$ cat src/rtl/cache_pkg.sv
package cache_pkg;

   typedef enum logic [0:0] {
      ST_IDLE  = 1'b0,
      ST_FETCH = 1'b1
   } ctrl_state_t;

endpackage

$ cat src/rtl/cache_entry_store.sv
module cache_entry_store #(
   parameter int ADDR_W  = 15,
   parameter int DATA_W  = 12,
   parameter int ENTRIES = 8,
   localparam int IDX_W  = (ENTRIES > 1) ? $clog2(ENTRIES) : 1
) (
   input  logic              clk,
   input  logic              rst_n,
   input  logic              clear,
   input  logic              wr_en,
   input  logic [IDX_W-1:0]  wr_idx,
   input  logic [ADDR_W-1:0] wr_tag,
   input  logic [DATA_W-1:0] wr_data,
   input  logic [IDX_W-1:0]  rd_idx,
   output logic [ADDR_W-1:0] tags   [ENTRIES],
   output logic [ENTRIES-1:0] valids,
   output logic [DATA_W-1:0] rd_data
);

   logic [DATA_W-1:0] words [ENTRIES];

   for (genvar g = 0; g < ENTRIES; g++) begin : g_slot
      logic sel;
      assign sel = wr_en && (wr_idx == IDX_W'(g));

      always_ff @(posedge clk or negedge rst_n) begin
         if (!rst_n) begin
            valids[g] <= 1'b0;
         end else if (clear) begin
            valids[g] <= 1'b0;
         end else if (sel) begin
            valids[g] <= 1'b1;
         end
      end

      always_ff @(posedge clk) begin
         if (sel && !clear) begin
            tags[g]  <= wr_tag;
            words[g] <= wr_data;
         end
      end
   end

   assign rd_data = words[rd_idx];

endmodule

$ cat src/rtl/cache_tag_match.sv
module cache_tag_match #(
   parameter int ADDR_W     = 15,
   parameter int ENTRIES    = 8,
   parameter bit ONEHOT_ENC = 1'b1,
   localparam int IDX_W     = (ENTRIES > 1) ? $clog2(ENTRIES) : 1
) (
   input  logic [ADDR_W-1:0]  lookup_addr,
   input  logic [ADDR_W-1:0]  tags   [ENTRIES],
   input  logic [ENTRIES-1:0] valids,
   output logic [ENTRIES-1:0] match_vec,
   output logic               any_hit,
   output logic [IDX_W-1:0]   hit_idx
);

   for (genvar g = 0; g < ENTRIES; g++) begin : g_cmp
      assign match_vec[g] = valids[g] && (tags[g] == lookup_addr);
   end

   assign any_hit = |match_vec;

   if (ONEHOT_ENC) begin : g_or_enc
      always_comb begin
         hit_idx = '0;
         for (int i = 0; i < ENTRIES; i++) begin
            hit_idx = hit_idx | (IDX_W'(i) & {IDX_W{match_vec[i]}});
         end
      end
   end else begin : g_prio_enc
      always_comb begin
         hit_idx = '0;
         for (int i = ENTRIES - 1; i >= 0; i--) begin
            if (match_vec[i]) hit_idx = IDX_W'(i);
         end
      end
   end

endmodule

$ cat src/rtl/cache_fifo_ptr.sv
module cache_fifo_ptr #(
   parameter int ENTRIES = 8,
   localparam int IDX_W  = (ENTRIES > 1) ? $clog2(ENTRIES) : 1,
   localparam logic [IDX_W-1:0] LAST = IDX_W'(ENTRIES - 1)
) (
   input  logic             clk,
   input  logic             rst_n,
   input  logic             clear,
   input  logic             advance,
   output logic [IDX_W-1:0] ptr
);

   always_ff @(posedge clk or negedge rst_n) begin
      if (!rst_n) begin
         ptr <= '0;
      end else if (clear) begin
         ptr <= '0;
      end else if (advance) begin
         ptr <= (ptr == LAST) ? '0 : ptr + 1'b1;
      end
   end

endmodule

$ cat src/rtl/cache_ctrl.sv
module cache_ctrl
   import cache_pkg::*;
#(
   parameter int ADDR_W = 15,
   parameter int DATA_W = 12,
   parameter int CNT_W  = 16
) (
   input  logic              clk,
   input  logic              rst_n,
   input  logic              init,
   input  logic              cpu_req,
   input  logic [ADDR_W-1:0] cpu_addr,
   input  logic              any_hit,
   input  logic [DATA_W-1:0] hit_data,
   input  logic              mem_ack,
   input  logic [DATA_W-1:0] mem_rdata,
   output logic              cpu_ready,
   output logic              cpu_rvalid,
   output logic              cpu_hit,
   output logic [DATA_W-1:0] cpu_rdata,
   output logic              mem_req,
   output logic [ADDR_W-1:0] mem_addr,
   output logic              fill_en,
   output logic [CNT_W-1:0]  hit_count,
   output logic [CNT_W-1:0]  miss_count
);

   ctrl_state_t state;

   assign cpu_ready = (state == ST_IDLE);
   assign fill_en   = (state == ST_FETCH) && mem_ack && !init;

   always_ff @(posedge clk or negedge rst_n) begin
      if (!rst_n) begin
         state      <= ST_IDLE;
         cpu_rvalid <= 1'b0;
         cpu_hit    <= 1'b0;
         cpu_rdata  <= '0;
         mem_req    <= 1'b0;
         mem_addr   <= '0;
         hit_count  <= '0;
         miss_count <= '0;
      end else if (init) begin
         state      <= ST_IDLE;
         cpu_rvalid <= 1'b0;
         cpu_hit    <= 1'b0;
         mem_req    <= 1'b0;
         hit_count  <= '0;
         miss_count <= '0;
      end else begin
         cpu_rvalid <= 1'b0;
         cpu_hit    <= 1'b0;
         unique case (state)
            ST_IDLE: begin
               if (cpu_req) begin
                  if (any_hit) begin
                     cpu_rvalid <= 1'b1;
                     cpu_hit    <= 1'b1;
                     cpu_rdata  <= hit_data;
                     hit_count  <= hit_count + 1'b1;
                  end else begin
                     state    <= ST_FETCH;
                     mem_req  <= 1'b1;
                     mem_addr <= cpu_addr;
                  end
               end
            end
            ST_FETCH: begin
               if (mem_ack) begin
                  state      <= ST_IDLE;
                  mem_req    <= 1'b0;
                  cpu_rvalid <= 1'b1;
                  cpu_rdata  <= mem_rdata;
                  miss_count <= miss_count + 1'b1;
               end
            end
            default: state <= ST_IDLE;
         endcase
      end
   end

endmodule

$ cat src/rtl/assoc_fifo_cache.sv
module assoc_fifo_cache #(
   parameter int ADDR_W     = 15,
   parameter int DATA_W     = 12,
   parameter int ENTRIES    = 8,
   parameter int CNT_W      = 16,
   parameter bit ONEHOT_ENC = 1'b1
) (
   input  logic              clk,
   input  logic              rst_n,
   input  logic              init,
   input  logic              cpu_req,
   input  logic [ADDR_W-1:0] cpu_addr,
   output logic              cpu_ready,
   output logic              cpu_rvalid,
   output logic              cpu_hit,
   output logic [DATA_W-1:0] cpu_rdata,
   output logic              mem_req,
   output logic [ADDR_W-1:0] mem_addr,
   input  logic              mem_ack,
   input  logic [DATA_W-1:0] mem_rdata,
   output logic [CNT_W-1:0]  hit_count,
   output logic [CNT_W-1:0]  miss_count
);

   localparam int IDX_W = (ENTRIES > 1) ? $clog2(ENTRIES) : 1;

   if (ENTRIES < 2 || ENTRIES > 64) begin : g_bad_entries
      $error("assoc_fifo_cache: ENTRIES must lie in 2..64");
   end
   if (ADDR_W < 1 || DATA_W < 1 || CNT_W < 1) begin : g_bad_width
      $error("assoc_fifo_cache: widths must be positive");
   end

   logic [ADDR_W-1:0]  tags [ENTRIES];
   logic [ENTRIES-1:0] valids;
   logic [ENTRIES-1:0] match_vec;
   logic               any_hit;
   logic [IDX_W-1:0]   hit_idx;
   logic [IDX_W-1:0]   victim_ptr;
   logic [DATA_W-1:0]  hit_data;
   logic               fill_en;

   cache_tag_match #(
      .ADDR_W(ADDR_W), .ENTRIES(ENTRIES), .ONEHOT_ENC(ONEHOT_ENC)
   ) match_i (
      .lookup_addr(cpu_addr),
      .tags       (tags),
      .valids     (valids),
      .match_vec  (match_vec),
      .any_hit    (any_hit),
      .hit_idx    (hit_idx)
   );

   cache_entry_store #(
      .ADDR_W(ADDR_W), .DATA_W(DATA_W), .ENTRIES(ENTRIES)
   ) store_i (
      .clk    (clk),
      .rst_n  (rst_n),
      .clear  (init),
      .wr_en  (fill_en),
      .wr_idx (victim_ptr),
      .wr_tag (mem_addr),
      .wr_data(mem_rdata),
      .rd_idx (hit_idx),
      .tags   (tags),
      .valids (valids),
      .rd_data(hit_data)
   );

   cache_fifo_ptr #(
      .ENTRIES(ENTRIES)
   ) ptr_i (
      .clk    (clk),
      .rst_n  (rst_n),
      .clear  (init),
      .advance(fill_en),
      .ptr    (victim_ptr)
   );

   cache_ctrl #(
      .ADDR_W(ADDR_W), .DATA_W(DATA_W), .CNT_W(CNT_W)
   ) ctrl_i (
      .clk       (clk),
      .rst_n     (rst_n),
      .init      (init),
      .cpu_req   (cpu_req),
      .cpu_addr  (cpu_addr),
      .any_hit   (any_hit),
      .hit_data  (hit_data),
      .mem_ack   (mem_ack),
      .mem_rdata (mem_rdata),
      .cpu_ready (cpu_ready),
      .cpu_rvalid(cpu_rvalid),
      .cpu_hit   (cpu_hit),
      .cpu_rdata (cpu_rdata),
      .mem_req   (mem_req),
      .mem_addr  (mem_addr),
      .fill_en   (fill_en),
      .hit_count (hit_count),
      .miss_count(miss_count)
   );

endmodule

$ cat config.mk
export PLATFORM = sky130hd
export DESIGN_NAME = assoc_fifo_cache
export DESIGN_NICKNAME = d
export VERILOG_FILES = /design/src/rtl/cache_pkg.sv /design/src/rtl/cache_entry_store.sv /design/src/rtl/cache_tag_match.sv /design/src/rtl/cache_fifo_ptr.sv /design/src/rtl/cache_ctrl.sv /design/src/rtl/assoc_fifo_cache.sv
export SDC_FILE = /design/constraint.sdc
export NUM_CORES = 1
export LEC_CHECK = 0
export BUFFER_PORTS_ARGS = -buffer_cell sky130_fd_sc_hd__buf_4
export CORE_MARGIN = 1
export CORE_UTILIZATION = 50
export DETAILED_ROUTE_END_ITERATION = 12
export PLACE_DENSITY = 0.64
export SETUP_SLACK_MARGIN = 0.2
export SLEW_MARGIN = 20
export SYNTH_ARGS = -nofsm -noshare
export SYNTH_HDL_FRONTEND = slang
export SYNTH_SLANG_ARGS = --single-unit
$ cat constraint.sdc
create_clock -name clk -period 7.78 [get_ports clk]
set_clock_uncertainty 0.2 [all_clocks]
set_input_delay 1.556 -clock clk [delete_from_list [all_inputs] [get_ports clk]]
set_output_delay 1.556 -clock clk [all_outputs]
set_load 0.02 [all_outputs]
# ---- Word level (Yosys, flattened, before mapping)
# Memories as Yosys holds them, arrays and structs flattened.
# Cells that the tools add are included.
# Widths: inputs -> output; s select.
dict set report op_classes {
  magnitude_cmp 0
  multipliers 0
  mux 84
  div_mod_pow 0
  n_eq_ne 22
  addsub 3
  reduce_logical 54
  n_shift 0
  n_bitwise 9
}
# op count
set ops {}
lappend ops {{$eq 15x15->1} 8}
lappend ops {{$mux 12} 10}
lappend ops {{$mux 16} 7}
lappend ops {{$reduce_or 12->1} 7}
lappend ops {{$mux 1} 53}
lappend ops {{$add 16x1->16 const B} 2}
lappend ops {{$mux 3} 10}
lappend ops {{$logic_and 1x1->1} 26}
lappend ops {{$reduce_bool 2->1} 13}
lappend ops {{$pmux 12 s2} 1}
lappend ops {{$eq 3x3->1 const B} 4}
lappend ops {{$ne 3x3->1 const B} 3}
lappend ops {{$or 3x3->3} 3}
lappend ops {{$reduce_and 4->1} 2}
lappend ops {{$reduce_or 8->1} 1}
lappend ops {{$eq 3x2->1 const B} 2}
lappend ops {{$ne 2x2->1 const B} 3}
lappend ops {{$pmux 1 s2} 3}
lappend ops {{$reduce_and 3->1} 2}
lappend ops {{$add 3x1->3 const B} 1}
lappend ops {{$eq 3x1->1 const B} 1}
lappend ops {{$logic_not 3->1} 1}
lappend ops {{$not 1->1} 3}
lappend ops {{$or 2x3->3} 1}
lappend ops {{other kinds (5)} 5}
dict set report word_totals {
  regBits 194
  romBits 0
  memories 1
  mem_bits_rw 96
  wordCells 198
  latch_bits 0
  input_bits 32
  output_inout_bits 63
}
# memory depth width rd rd_ports_with_merged_regs wr line
set memory_table {}
lappend memory_table {store_i.words 8 12 1 0 1 cache_entry_store.sv:20} ;# logic [DATA_W-1:0] words [ENTRIES];

# ---- Logic depth before layout (Yosys ltp)
# Gate-level depths: netlist of run 1.
dict set report logic_depth {
  word_depth 14
  ltp_mapped 11
  mapped_depth_nobuf 8
}

# ---- Modules after synthesis
# From an unflattened synthesis of run 1, not the netlist that was laid out.
dict set report unflattened {
  hier_cells 764
  hier_area_um2 12256.8
}
# module seq_area_each_um2 cells_per_inst area_each_um2 n_inst
set modules_own_cells {}
lappend modules_own_cells {cache_entry_store 6686.4 298 7652.3 1}
lappend modules_own_cells {cache_ctrl 1576.5 268 2911.5 1}
lappend modules_own_cells {cache_tag_match 0.0 185 1536.5 1}
lappend modules_own_cells {cache_fifo_ptr 75.1 13 156.4 1}

# ---- Worst setup path after synthesis of run 1
# OpenSTA, ideal clock, no wires.
dict set report synth_path {
  kind {input-to-reg}
  start {input cpu_addr[6]}
  end {register ctrl_i.hit_count[6]}
  path_stages 10
  required_time_ns 7.455
  setup_slack_ns 4.024
  arrival_ns 3.431
  path_buffers 2
  setup_time_ns 0.125
  path_cell_list {buf_6 -> xnor2_2 -> nand4_1 -> nor4_2 -> nor4_2 -> a21oi_4 -> and3_1 -> buf_6 -> nand4_2 -> mux2_4}
}
dict set report synth_via {
  elab_chain_len 5
  elab_cells_between_ends 19
  classes_between {eq/ne (8); reduce/logical (11)}
}
# item line
set synth_rtl {}
lappend synth_rtl {{start: declaration} assoc_fifo_cache.sv:12} ;# input logic [ADDR_W-1:0] cpu_addr,
lappend synth_rtl {{$eq 15x15->1} cache_tag_match.sv:16} ;# assign match_vec[g] = valids[g] && (tags[g] == lookup_addr);
lappend synth_rtl {{$logic_and 1x1->1} cache_tag_match.sv:16}
lappend synth_rtl {{$reduce_or 8->1 *} cache_tag_match.sv:19} ;# assign any_hit = |match_vec;
lappend synth_rtl {{$reduce_bool 2->1 (no line) *} --}
lappend synth_rtl {{$reduce_and 3->1 (no line) *} --}
lappend synth_rtl {{end signal: assignment} cache_ctrl.sv:60} ;# hit_count <= hit_count + 1'b1;
lappend synth_rtl {{end: declaration} cache_ctrl.sv:24} ;# output logic [CNT_W-1:0] hit_count,
# Mark *: on every way between the ends. The rest lies on a longest branch, timed or not.
# A chain may end at the register's enable or synchronous reset.

# ---- Final worst setup path of run 1
dict set report layout_path {
  start {input cpu_addr[9]}
  end {register ctrl_i.cpu_rdata[9]}
}
dict set report layout_via {
  elab_chain_len 12
  elab_cells_between_ends 29
  classes_between {eq/ne (9); mux (3); bitwise (6); reduce/logical (10); memory (1)}
}
# item line
set layout_rtl {}
lappend layout_rtl {{$eq 15x15->1} cache_tag_match.sv:16}
lappend layout_rtl {{$logic_and 1x1->1} cache_tag_match.sv:16}
lappend layout_rtl {{$or 1x2->2} cache_tag_match.sv:25} ;# hit_idx = hit_idx | (IDX_W'(i) & {IDX_W{match_vec[i]}});
lappend layout_rtl {{$or 2x2->2} cache_tag_match.sv:25}
lappend layout_rtl {{$or 2x3->3} cache_tag_match.sv:25}
lappend layout_rtl {{$or 3x3->3 (3 in a row)} cache_tag_match.sv:25}
lappend layout_rtl {{$mem_v2 8x12} --}
lappend layout_rtl {{$mux 12} cache_ctrl.sv:56} ;# if (any_hit) begin
lappend layout_rtl {{$mux 12} cache_ctrl.sv:55} ;# if (cpu_req) begin
lappend layout_rtl {{$pmux 12 s2} cache_ctrl.sv:53} ;# unique case (state)
lappend layout_rtl {{end signal: assignment} cache_ctrl.sv:59} ;# cpu_rdata <= hit_data;
lappend layout_rtl {{end signal: assignment} cache_ctrl.sv:73} ;# cpu_rdata <= mem_rdata;
lappend layout_rtl {{end: declaration} cache_ctrl.sv:20} ;# output logic [DATA_W-1:0] cpu_rdata,
# Parallel ways exist; a longest one is shown, timed or not. The select of a mux whose other input is x is not followed.

==> metrics.yaml, run 1 <==
grt_usage: 0.249
yosysSeqAreaShare: 0.668
synth-main-ff-cell: "edfxtp_1"
startpoint_type: "input pin"
worstPathRequired_ns: 7.99
powerDensity_nw_per_um2: 246
via_count: 7654
power.share.clock: 0.424
avgViaCountPerCell: 5.75
crit_type: "in2reg"
fin_hold_ws_ns: 0.295
synth_area_leader_cell: "edfxtp_1"
yosysWarnings: 0
dr.first_iter.drc_count: 646
min_period_ns: 4.41
wl_per_cell_um: 23.2
cts.sinks: 290
worstHoldStart: "store_i.valids[0]$_DFFE_PN0P_"
final_nets: 1024
cpPeakStageDelay_ns: 0.67
hp-class: "reg2reg"
fp-row-count: 57
synthesis.area_um2: 12500
syn_nets: 924
rr_startpoint: "store_i.tags[39]$_DFFE_PP_"
grt_pass1_wl_mm: 47.4
drc: 0
grt_max_degree: 60
pwr-share-seq: 0.505
cts_hold_buf: 0
synth_compound_area_frac: 0.0544
path_clk_slew_ns: 0.06
swShare: 0.228
peakVddDrop_mv: 0.165
min_period_over_period: 0.567
final_util: 0.594
rsz0062_at_grt: "false"
hold_viol_final: 0
synth_commonest_cells: "216 x edfxtp_1, 114 x xnor2_1, 77 x nand2_1, 74 x dfrtp_1, 66 x nand4_1"
fin_cells: 1332
async_flop_share: 0.255
grt_pass1_vias: 7485
drtPass1Iterations: 5
ios: 95
cpMostUsedCell: "buf_4"
power.switching_mw: 0.811
crit_family: "simple AND/OR/NAND/NOR gates"
cts_resized: 0
ys_types: 52
tightest_slew_ns: 1.07
hold-path-endpoint: "store_i.valids[0]$_DFFE_PN0P_"
yosys.area.top_type_share: 0.520
synth_edf_count: 216
root_buffer: "clkbuf_16"
die_height_um: 160
slew_headroom: 0.285
avgSynthCellArea_um2: 14.1
cts_setup_buffers: 0
slowest_stage: "nor4_1"
synth_xor_area_frac: 0.101
intPower_mw: 2.75
r2r-end: "ctrl_i.cpu_rdata[9]$_DFFE_PN0P_"
postRouteAntennaNets: 0
hold_depth: 1
ff2ff_setup_slack_ns: 4.18
postSynthCellCount: 884
fp.coreArea_um2: 24400
use_met1: 0.384
met2_usage: 0.361
hpwlAfterDp_mm: 19.7
place_congestion: 0.910
area_growth_syn_to_layout_pct: 16.0
grt.busiest_layer: "met1"
drv_slew: 0
cts_tree: "yes"
synth_mux_area_frac: 0.0287
setup_viol: 0
dieArea_um2: 25600
io_buffers: 94
p_leak_nw: 5.24
layout-drive-gt1-share: 0.205
cp_num_buf_inv: 2
numCtsBuffers: 30
end_kind: "flip-flop"
path_max_fanout: 39
crit_arrival_ns: 4.62
antenna_cells: 0
ys_ff_latch: 290
drv_cap: 0
cts.path.max_buffers: 3
netlist_top_cells_area: "edfxtp_1 52%, dfrtp_1 15%, xnor2_1 8.0%"
gr-usage-met3: 0.0478
grt_antenna_before_repair: 0
dp.cells: 1276
synth_top_family_by_area: "simple AND/OR/NAND/NOR gates"
worstSkewPairLatency_ns: 0.56
synth-simple-area-share: 0.114
fmax_mhz: 227
yosys.area_share.adder: 0.00802
reg2regPathDepth: 9
fin_tns_setup_ns: 0
run_status: "complete, no violations"
globalRoute.totalOverflow: 0
path_cells: "buf_4 -> xnor2_1 -> nand4_1 -> nor4_1 -> or4_1 -> buf_4 -> nor3_2 -> o2bb2ai_1 -> a2111oi_4 -> o22ai_1"
wl_mm: 30.9
die_w_um: 160
comb_power_share: 0.071
cts_htree_levels: 1
yosysMostFrequentCell: "edfxtp_1"
start_util: 0.512
[logic make-up after synthesis]
group	count (synthesis)
simple gates	259
mux	32
flops	290
xor+xnor	137
compound gates	107
fa+ha+maj	8
buf+inv	51
[layer usage]
layer / part of all wire / routed length [um] / up-vias
met4: 0.024 / 733 / 0
met5: 0 / 0 / -
met3: 0.070 / 2160 / 53
met1: 0.47 / 14500 / 3847
met2: 0.44 / 13500 / 263
li1: - / - / 3491
[flip-flops by register name, indices dropped and copies added (netlist names)]
signal and flops:
ctrl_i.hit_count 16, ctrl_i.mem_req 1, ptr_i.ptr 3, ctrl_i.miss_count 16, ctrl_i.cpu_rvalid 1, store_i.words 96, ctrl_i.cpu_hit 1, store_i.valids 8
store_i.tags 120, ctrl_i.cpu_rdata 12, ctrl_i.mem_addr 15, ctrl_i.state 1
[cell usage in the layout (no fill, tap or decap), types with 11 or more instances in the layout]
| cell type | n |
|---|---|
| a211oi_1 | 11 |
| a21oi_1 | 35 |
| a31oi_1 | 19 |
| buf_4 | 109 |
| clkbuf_16 | 32 |
| dfrtp_1 | 74 |
| edfxtp_1 | 216 |
| mux2_2 | 20 |
| nand2_1 | 77 |
| nand4_1 | 66 |
| nor2_1 | 39 |
| nor4_1 | 12 |
| xnor2_1 | 114 |
| xor2_1 | 15 |
[cell type report]
cell class	count	area [um^2]
Inverter	10	37.5
Sequential cell	290	8340
Clock inverter	10	144
Tap cell	324	405
Timing Repair Buffer	109	818
Clock buffer	46	913
Fill cell	1974	9910
Multi-Input combinational cell	543	3820
[worst max-delay path by stage]
| stage | from | endpoint | depth (start not counted) |
|---|---|---|---|
| 3_3_place_gp | cpu_addr[9] | ctrl_i.cpu_rdata[9]$_DFFE_PN0P_ | 10 |
| 3_5_place_dp | cpu_addr[9] | ctrl_i.cpu_rdata[9]$_DFFE_PN0P_ | 10 |
| 6_report | cpu_addr[9] | ctrl_i.cpu_rdata[9]$_DFFE_PN0P_ | 10 |
| 4_1_cts | cpu_addr[9] | ctrl_i.cpu_rdata[9]$_DFFE_PN0P_ | 10 |
| 2_1_floorplan | cpu_addr[6] | ctrl_i.hit_count[6]$_DFFE_PN0P_ | 10 |
| 5_1_grt | cpu_addr[9] | ctrl_i.cpu_rdata[9]$_DFFE_PN0P_ | 10 |
[power by group through the flow]
stage / registers, mW / logic (mW) / clock network (mW)
after global placement: 1.83 / 0.255 / 0
final: 1.80 / 0.253 / 1.51
after CTS: 1.80 / 0.256 / 1.53
after global routing: 1.81 / 0.272 / 1.60
after detailed placement: 1.83 / 0.255 / 0
after floorplan: 1.84 / 0.111 / 0
[per-stage QoR]
step	power (mW)	area (um^2)	setup slack [ns]
after global routing	3.68	14500	3.23
final	3.56	14500	3.37
after CTS	3.58	14500	3.39
after global placement	2.08	13400	2.82
after floorplan	1.95	12500	4.02
after detailed placement	2.09	13400	2.85
Note: power is estimated with default switching activity, not from simulation.
==> run 2: changes to the inputs <==
- clock period: 7.78 -> 4.3 ns (I/O delays scaled with it)
==> metrics.yaml, run 2 (same netlist as run 1, synthesis figures left out) <==
cpPeakStageDelay_ns: 0.58  # -0.09 ns
io_buffers: 94  # unchanged
slew_headroom: 0.465  # +0.181
layout-drive-gt1-share: 0.209  # +0.00351
worstPathRequired_ns: 4.57  # -3.42 ns
fin_tns_setup_ns: 0  # unchanged
largest_reg_flops: 120  # unchanged
cts_setup_buffers: 0  # unchanged
globalRoute.totalOverflow: 0  # unchanged
area_growth_syn_to_layout_pct: 15.5
fmax_mhz: 300
drv_cap: 0  # unchanged
path_max_fanout: 12  # -69%
use_met1: 0.371  # -0.0130
dr.first_iter.drc_count: 646  # unchanged
postPlaceCellArea_um2: 13500  # +0.60%
grt_antenna_before_repair: 0  # unchanged
die_height_um: 160  # unchanged
run_status: "complete, no violations"
grt_pass1_wl_mm: 46.7  # -1.4%
tightest_slew_ns: 0.802  # -0.267 ns
largest-register: "store_i.tags"
cts_resized: 0  # unchanged
rsz0062_at_grt: "false"
grt_usage: 0.244  # -0.00526
fp.coreArea_um2: 24400  # unchanged
antenna_cells: 0  # unchanged
n_fill_cell: 2015  # +2.1%
drv_slew: 0  # unchanged
wl_mm: 30.6  # -1.1%
powerDensity_nw_per_um2: 427  # +74%
cts_hold_buf: 0  # unchanged
die_w_um: 160  # unchanged
wl_per_cell_um: 22.8  # -1.7%
crit_arrival_ns: 3.61  # -1.01 ns
grt_max_degree: 49  # -18%
cts.path.max_buffers: 3  # unchanged
gr-usage-met3: 0.0379  # -0.00987
slowest_stage: "nor4_2"
end_kind: "flip-flop"
path_cells: "buf_4 -> xnor2_1 -> nand4_1 -> nor4_2 -> nor4_2 -> a211oi_1 -> or2_1 -> buf_4 -> o21ai_0 -> o22ai_1"
cts_tree: "yes"
drc: 0  # unchanged
setup_viol: 0  # unchanged
crit_family: "simple AND/OR/NAND/NOR gates"
path_clk_slew_ns: 0.06  # about the same
place_congestion: 0.982  # +8.0%
postRouteAntennaNets: 0  # unchanged
p_leak_nw: 5.23  # -0.12%
met2_usage: 0.363  # +0.00277
cts_htree_levels: 1  # unchanged
hpwlAfterDp_mm: 19.7  # about the same
fp-row-count: 57  # unchanged
grt.busiest_layer: "met1"
min_period_over_period: 0.776
dieArea_um2: 25600  # unchanged
grt_pass1_vias: 7442  # -0.57%
worstSkewPairLatency_ns: 0.56  # about the same
cts.sinks: 290  # unchanged
final_nets: 1032  # +0.78%
min_period_ns: 3.34
ios: 95  # unchanged
avgViaCountPerCell: 5.74  # -0.17%
root_buffer: "clkbuf_16"
crit_type: "in2reg"
hp-class: "in2async"
layout_common_cells: "216 x edfxtp_1, 117 x buf_4, 114 x xnor2_1"
reg_top3: "store_i.tags x120, store_i.words x96"
numCtsBuffers: 29  # -3.3%
hold_viol_final: 0  # unchanged
start_util: 0.512  # unchanged
cp_num_buf_inv: 2  # unchanged
ff2ff_setup_slack_ns: 1.09  # -3.09 ns
final_area_um2: 14400  # -0.46%
drtPass1Iterations: 5  # unchanged
peakVddDrop_mv: 0.225  # +36%
startpoint_type: "input pin"
mostFrequentLayoutCell: "edfxtp_1"
via_count: 7681  # +0.35%
-- run 2: changes by cell type in the layout (fill, tap and decap cells not counted), sizes merged --
| cell | before | now |
|---|---|---|
| buf | 109 | 118 |
| bufinv | 3 | 1 |
| clkbuf | 46 | 42 |
| clkinv | 3 | 10 |
| clkinvlp | 2 | 0 |
| inv | 12 | 11 |
-- run 2: power breakdown --
part | internal (mW) | total, mW | switching [mW] | leakage, nW
clock network | 1.39 | 2.44 | 1.05 | 0.456
registers | 3.14 | 3.25 | 0.111 | 2.90
logic | 0.188 | 0.466 | 0.279 | 1.88
total | 4.71 | 6.15 | 1.44 | 5.23
-- run 2: worst reg2reg max path, stage by stage (launching register included) --
cell      delay (ns)
edfxtp_1        0.38
xnor2_1         0.38
nand4_1         0.20
nor4_2          0.58
nor4_2          0.20
a211oi_1        0.34
or2_1           0.32
buf_4           0.28
o21ai_0         0.12
o22ai_1         0.14
-- run 2: routing by layer --
metal	wire length (um)	part of all wire
met1	14100	0.46
met3	2190	0.072
met2	13700	0.45
met4	655	0.021
met5	0	0
-- run 2: stage by stage --
step	setup WS [ns]	std cells	hold slack, ns	total power, mW	util
after floorplan	1.24	884	0.253	3.53	-
after global placement	0.462	1285	0.269	3.77	0.554
after detailed placement	0.454	1285	0.273	3.77	0.554
after CTS	1.02	1339	0.100	6.18	0.591
after global routing	0.783	1339	0.112	6.33	0.591
final	0.962	1339	0.0916	6.15	0.591
-- run 2: worst paths after layout --
check / start / to / cells past startpoint
max: cpu_addr[9] / ctrl_i.cpu_rdata[8]$_DFFE_PN0P_ / 10
min: rst_n / ctrl_i.hit_count[12]$_DFFE_PN0P_ / 1
max reg2reg: store_i.tags[39]$_DFFE_PP_ / ctrl_i.cpu_rdata[8]$_DFFE_PN0P_ / 9
min reg2reg: store_i.valids[0]$_DFFE_PN0P_ / store_i.valids[0]$_DFFE_PN0P_ / 1
max in group asynchronous: rst_n / ctrl_i.cpu_rdata[9]$_DFFE_PN0P_ / 2
min in group clk: store_i.valids[0]$_DFFE_PN0P_ / store_i.valids[0]$_DFFE_PN0P_ / 1
-- run 2: final cells by class --
cell class	instances	area, um^2	share of cell area
flip-flops and latches	290	8340	0.578
multi-input cells	543	3820	0.265
repair buffers	118	898	0.0623
clock buffers	42	825	0.0572
well taps	324	405	0.0281
clock inverters	12	86.3	0.00599
inverters	10	37.5	0.00260
